`src/rtl/msi_pkg.sv`:
```
package msi_pkg;
    localparam int CMD_W = 2;

    typedef enum logic [1:0] {
        LN_INV = 2'b00,
        LN_SHR = 2'b01,
        LN_MOD = 2'b10
    } line_st_t;

    typedef enum logic [1:0] {
        PH_IDLE  = 2'b00,
        PH_WBACK = 2'b01,
        PH_FILL  = 2'b10
    } phase_t;

    localparam logic [CMD_W-1:0] CMD_NONE = 2'b00;
    localparam logic [CMD_W-1:0] CMD_RD   = 2'b01;
    localparam logic [CMD_W-1:0] CMD_RDX  = 2'b10;
    localparam logic [CMD_W-1:0] CMD_WB   = 2'b11;

    typedef struct packed {
        line_st_t st;
        phase_t   ph;
        logic     wr;
    } ctl_t;
endpackage

```
`src/rtl/msi_snoop_resp.sv`:
```
module msi_snoop_resp
    import msi_pkg::*;
(
    input  line_st_t         st_i,
    input  logic [CMD_W-1:0] cmd_i,
    input  logic             match_i,
    input  logic             self_i,
    output line_st_t         st_nxt_o,
    output logic             flush_o,
    output logic             active_o
);
    always_comb begin
        active_o = match_i && !self_i && (cmd_i == CMD_RD || cmd_i == CMD_RDX);
        flush_o  = active_o && (st_i == LN_MOD);
        st_nxt_o = st_i;
        if (active_o) begin
            if (cmd_i == CMD_RDX)
                st_nxt_o = LN_INV;
            else if (st_i == LN_MOD)
                st_nxt_o = LN_SHR;
        end
    end
endmodule

```
`src/rtl/msi_req_eval.sv`:
```
module msi_req_eval
    import msi_pkg::*;
(
    input  line_st_t st_i,
    input  logic     valid_i,
    input  logic     write_i,
    input  logic     match_i,
    output logic     hit_o,
    output logic     needs_wb_o
);
    always_comb begin
        hit_o = valid_i && match_i &&
                (write_i ? (st_i == LN_MOD) : (st_i != LN_INV));
        needs_wb_o = valid_i && !match_i && (st_i == LN_MOD);
    end
endmodule

```
`src/rtl/msi_line_ctrl.sv`:
```
module msi_line_ctrl
    import msi_pkg::*;
(
    input  logic             clk,
    input  logic             rst_n,
    input  logic             cpu_req_valid,
    input  logic             cpu_req_write,
    input  logic             cpu_req_match,
    output logic             cpu_ready,
    output logic             bus_req_valid,
    output logic [CMD_W-1:0] bus_req_cmd,
    input  logic             bus_gnt,
    input  logic [CMD_W-1:0] snoop_cmd,
    input  logic             snoop_match,
    input  logic             snoop_self,
    output logic             flush,
    output logic [1:0]       line_state
);
    ctl_t     ctl_d, ctl_q;
    line_st_t snp_st_nxt;
    logic     snp_flush, snp_active;
    logic     req_hit, req_wb;

    msi_snoop_resp u_snoop (
        .st_i     (ctl_q.st),
        .cmd_i    (snoop_cmd),
        .match_i  (snoop_match),
        .self_i   (snoop_self),
        .st_nxt_o (snp_st_nxt),
        .flush_o  (snp_flush),
        .active_o (snp_active)
    );

    msi_req_eval u_req (
        .st_i       (ctl_q.st),
        .valid_i    (cpu_req_valid),
        .write_i    (cpu_req_write),
        .match_i    (cpu_req_match),
        .hit_o      (req_hit),
        .needs_wb_o (req_wb)
    );

    always_comb begin
        ctl_d     = ctl_q;
        ctl_d.st  = snp_st_nxt;
        cpu_ready = 1'b0;
        unique case (ctl_q.ph)
            PH_IDLE: begin
                if (cpu_req_valid && !snp_active) begin
                    if (req_hit) begin
                        cpu_ready = 1'b1;
                    end else begin
                        ctl_d.ph = req_wb ? PH_WBACK : PH_FILL;
                        ctl_d.wr = cpu_req_write;
                    end
                end
            end
            PH_WBACK: begin
                if (bus_gnt) begin
                    ctl_d.st = LN_INV;
                    ctl_d.ph = PH_FILL;
                end else if (snp_active && snp_st_nxt != LN_MOD) begin
                    ctl_d.ph = PH_FILL;
                end
            end
            PH_FILL: begin
                if (bus_gnt) begin
                    ctl_d.st  = ctl_q.wr ? LN_MOD : LN_SHR;
                    ctl_d.ph  = PH_IDLE;
                    cpu_ready = 1'b1;
                end
            end
            default: ctl_d.ph = PH_IDLE;
        endcase
    end

    always_ff @(posedge clk) begin
        if (!rst_n) begin
            ctl_q.st <= LN_INV;
            ctl_q.ph <= PH_IDLE;
            ctl_q.wr <= 1'b0;
        end else begin
            ctl_q <= ctl_d;
        end
    end

    assign bus_req_valid = (ctl_q.ph != PH_IDLE);
    assign bus_req_cmd   = (ctl_q.ph == PH_WBACK) ? CMD_WB :
                           (ctl_q.ph == PH_FILL) ? (ctl_q.wr ? CMD_RDX : CMD_RD) : CMD_NONE;
    assign flush         = snp_flush;
    assign line_state    = ctl_q.st;

    AST_HIT_NO_BUS: assert property (@(posedge clk) disable iff (!rst_n)
        (ctl_q.ph == PH_IDLE && cpu_ready) |=> !bus_req_valid);
    AST_REQ_HELD: assert property (@(posedge clk) disable iff (!rst_n)
        (bus_req_valid && !bus_gnt) |=> bus_req_valid);
    AST_WB_THEN_FILL: assert property (@(posedge clk) disable iff (!rst_n)
        (ctl_q.ph == PH_WBACK && bus_gnt) |=> (line_state == LN_INV && bus_req_cmd != CMD_WB));
    AST_FLUSH_DIRTY: assert property (@(posedge clk) disable iff (!rst_n)
        flush |-> (line_state == LN_MOD));
    AST_RDX_INVAL: assert property (@(posedge clk) disable iff (!rst_n)
        (ctl_q.ph == PH_IDLE && snoop_cmd == CMD_RDX && snoop_match && !snoop_self)
        |=> (line_state == LN_INV));
    AST_IDLE_QUIET: assert property (@(posedge clk) disable iff (!rst_n)
        (ctl_q.ph == PH_IDLE && !(snoop_match && !snoop_self &&
         (snoop_cmd == CMD_RD || snoop_cmd == CMD_RDX))) |=> $stable(line_state));
    AST_GRANT_WINS: assert property (@(posedge clk) disable iff (!rst_n)
        (ctl_q.ph == PH_FILL && bus_gnt && bus_req_cmd == CMD_RDX) |=> (line_state == LN_MOD));
endmodule

```
`config.mk`:
```
export PLATFORM = sky130hd
export DESIGN_NAME = msi_line_ctrl
export DESIGN_NICKNAME = d
export VERILOG_FILES = /design/src/rtl/msi_pkg.sv /design/src/rtl/msi_snoop_resp.sv /design/src/rtl/msi_req_eval.sv /design/src/rtl/msi_line_ctrl.sv
export SDC_FILE = /design/constraint.sdc
export NUM_CORES = 1
export LEC_CHECK = 0
export ABC_AREA = 1
export ABC_CLOCK_PERIOD_IN_PS = 2700
export BUFFER_PORTS_ARGS = -buffer_cell sky130_fd_sc_hd__buf_2
export CORE_AREA = 2 2 39 41
export CTS_CLUSTER_DIAMETER = 40
export DETAILED_ROUTE_END_ITERATION = 8
export DIE_AREA = 0 0 41 43
export PLACE_DENSITY = 0.71
export SLEW_MARGIN = 25
export SYNTH_ARGS = -nofsm -noshare
export SYNTH_HDL_FRONTEND = slang
export SYNTH_HIERARCHICAL = 1
export SYNTH_SLANG_ARGS = --single-unit
```
`constraint.sdc`:
```
create_clock -name clk -period 2.7 [get_ports clk]
set_input_delay 0.81 -clock clk [delete_from_list [all_inputs] [get_ports clk]]
set_output_delay 0.81 -clock clk [all_outputs]
set_load 0.03 [all_outputs]
```
==> reports/results.txt <==
Run status - finished, final reports clean
Cell mode on critical path - sky130_fd_sc_hd__buf_2
Clock transition at the registers of the reported paths - 0.05 ns
Antenna-violating nets left - 0
Highest attainable clock frequency - 0.384 GHz
Wire length of the first global-routing pass - 1.71 mm
Per-instance average area after synthesis - 6.23 um^2
Core Footprint - 1380 um^2
ANT cells - 0
Post-detailed-placement half-perimeter wirelength - 843 um
Die height - 43 um
Largest stage delay, worst path - 0.32 ns
Cell Rows - 14
Hold crit path type - register to register
CTS tree - yes
DIE WIDTH - 41 um
Routability-driven placement congestion ratio - 0.835
Number of buffers created by CTS - 3
Most area-hungry cell type in the Yosys netlist - sky130_fd_sc_hd__dfxtp_1
Full die area - 1760 um^2
TNS Setup - 0 ns
Number of warnings printed during yosys synthesis - 6
Clock root cell - sky130_fd_sc_hd__clkbuf_4
Area share of the largest cell type after synthesis - 0.199
Final Net Count - 115
Global-route usage over all layers - 0.142
Final Skew - 0.0101 ns
Share of the clock period used by the worst path after layout - 0.965
Max-slew headroom - 0.837
Initial DRC Count - 14
Via count of the first global-routing pass - 480
IO Pins - 17
Routed vias/inst - 4.79
Pre-Repair DR Iteration Count - 6
Share of the yosys chip area belonging to registers - 0.199
CP required - 1.89 ns
Cell area after technology mapping - 504 um^2
Maximum resistive drop on vdd - 204 uV
Max cap viols - 0
# hold bufs at CTS - 0
Sum of overflow across all layers after global routing - 0
Cell-by-cell listing of the critical path - buf_2, inv_1, ha_1, nor2_4, nor2_1, a32o_1, buf_2
Post-Synthesis Net Count - 95
Highest fanout seen on the critical path - 2
Share of cells above drive strength 1 - 0.350
Actual transition at the worst max-transition pin - 0.244 ns
Worst-Skew Late Latency - 0.26 ns
Worst Path Buf+Inv - 3
Largest cells by area after synthesis - sky130_fd_sc_hd__dfxtp_1, sky130_fd_sc_hd__nand2_1, sky130_fd_sc_hd__ha_1
Remaining design rule violation count - 0
Startpoint types - input port
Fin. max-slew vios - 0
Count of vias placed by the detailed router - 556
Pleak - 0.000310 uW
Clk buf depth - 2
Number of unique standard cell types used by synthesis - 22
CTS sink cnt - 5
Number of gates resized after CTS - 0
Area overhead of the layout relative to synthesis - 23.8%
Minimum clock period - 2.61 ns
Fin Hold WS - 0.513 ns
Post-synthesis cell count - 81
Capturing element type of the critical path - output pin
Fin. Hold Viols - 0
Type of the worst setup path - input port to output pin
Post-detailed-route wirelength per cell - 8.93 um
CTS H-tree lvls - 1
Worst path slowest cell - sky130_fd_sc_hd__ha_1
Wire length after detailed routing - 1.04 mm
Largest net degree at the start of global routing - 9
Top library cells by usage in the layout, fill and taps aside - sky130_fd_sc_hd__nand2_1, sky130_fd_sc_hd__buf_2, sky130_fd_sc_hd__nor2_1, sky130_fd_sc_hd__inv_1, sky130_fd_sc_hd__dfxtp_1
Initial antenna violation count - 0
Number of synthesized register bits - 5
RSZ-0062 raised after global routing - no
Effective utilization at floorplan - 0.364
Data arrival time of the critical path - 1.80 ns
Leading cell type in the layout, fill and taps excluded - sky130_fd_sc_hd__nand2_1
Number of buffers added on ports - 16
Power density relative to cell area - 452 nW/um^2
Final setup violating endpoints - 0
Number of buffers inserted by post-CTS setup repair - 0
Dominant delay contributor by cell family on the critical path - adder cells
[tightest hold or removal path, cell delays in order (launching register included)]
cell                      delay (ns)
sky130_fd_sc_hd__dfxtp_1        0.33
sky130_fd_sc_hd__nand4_1        0.07
sky130_fd_sc_hd__a21oi_1        0.06
[layer usage]
metal	track usage	up-vias	wire, um
li1	-	291	-
met1	0.170	244	454
met2	0.203	19	494
met3	0.0524	2	72
met4	0.0867	0	14
met5	0	-	0
[through the flow]
step	cells	setup WS, ns	utilization	total power, uW	instance area, um^2
after CTS	116	0.0883	0.451	285	624
final	116	0.0945	0.451	282	624
after global placement	112	0.0944	0.431	191	597
after global routing	116	0.0451	0.451	306	624
after detailed placement	112	0.0921	0.431	192	597
after floorplan	81	0.116	-	166	504
[final cells by class]
type	instances	area (um^2)
multi-input combinational	60	337
clock inverter	1	5.00
sequential	5	100
inverter	14	52.6
clock buffer	3	22.5
timing repair buffer	17	87.6
tap	16	20.0
fill	153	759
[power by group]
group | internal [uW] | switching [uW]
Sequential | 79.4 | 5.55
Combinational | 38.3 | 67.6
Clock | 54.0 | 37.4
Total | 172 | 111
[registers in the layout, indices dropped and copies added (netlist names)]
name and count:
ctl_q 3, line_state 2
[synth_stat cells]
cell                        n
sky130_fd_sc_hd__nand2_1   18
sky130_fd_sc_hd__nor2_1    11
sky130_fd_sc_hd__inv_1     10
sky130_fd_sc_hd__dfxtp_1    5
sky130_fd_sc_hd__ha_1       4
sky130_fd_sc_hd__nor2_2     4
sky130_fd_sc_hd__o21ai_1    4
sky130_fd_sc_hd__a21oi_1    3
sky130_fd_sc_hd__inv_2      3
sky130_fd_sc_hd__nand2_2    3
sky130_fd_sc_hd__buf_4      2
sky130_fd_sc_hd__nand3b_1   2
sky130_fd_sc_hd__nand4_1    2
sky130_fd_sc_hd__nor3_1     2
sky130_fd_sc_hd__a21oi_2    1
sky130_fd_sc_hd__a32o_1     1
sky130_fd_sc_hd__clkinv_1   1
sky130_fd_sc_hd__nand2_4    1
sky130_fd_sc_hd__nand3_1    1
sky130_fd_sc_hd__nand3_2    1
sky130_fd_sc_hd__nor2_4     1
sky130_fd_sc_hd__o21ai_0    1
[worst paths after layout]
| check | start | end | slack, ns | cells past startpoint |
|---|---|---|---|---|
| setup / recovery | snoop_cmd[0] | cpu_ready | 0.09 | 7 |
| hold / removal | ctl_q[0] | line_state[1] | 0.51 | 2 |
| setup reg to reg | ctl_q[1] | ctl_q[2] | 1.25 | 8 |
| hold reg to reg | ctl_q[0] | line_state[1] | 0.51 | 2 |
[kinds of logic after synthesis]
| family | synth area share |
|---|---|
| AOI/OAI and AO/OA | 0.117 |
| and+or+nand+nor | 0.452 |
| buffers and inverters | 0.134 |
| adders and majority gates | 0.0993 |
| DFF | 0.199 |
(Power assumes the default switching activity.)
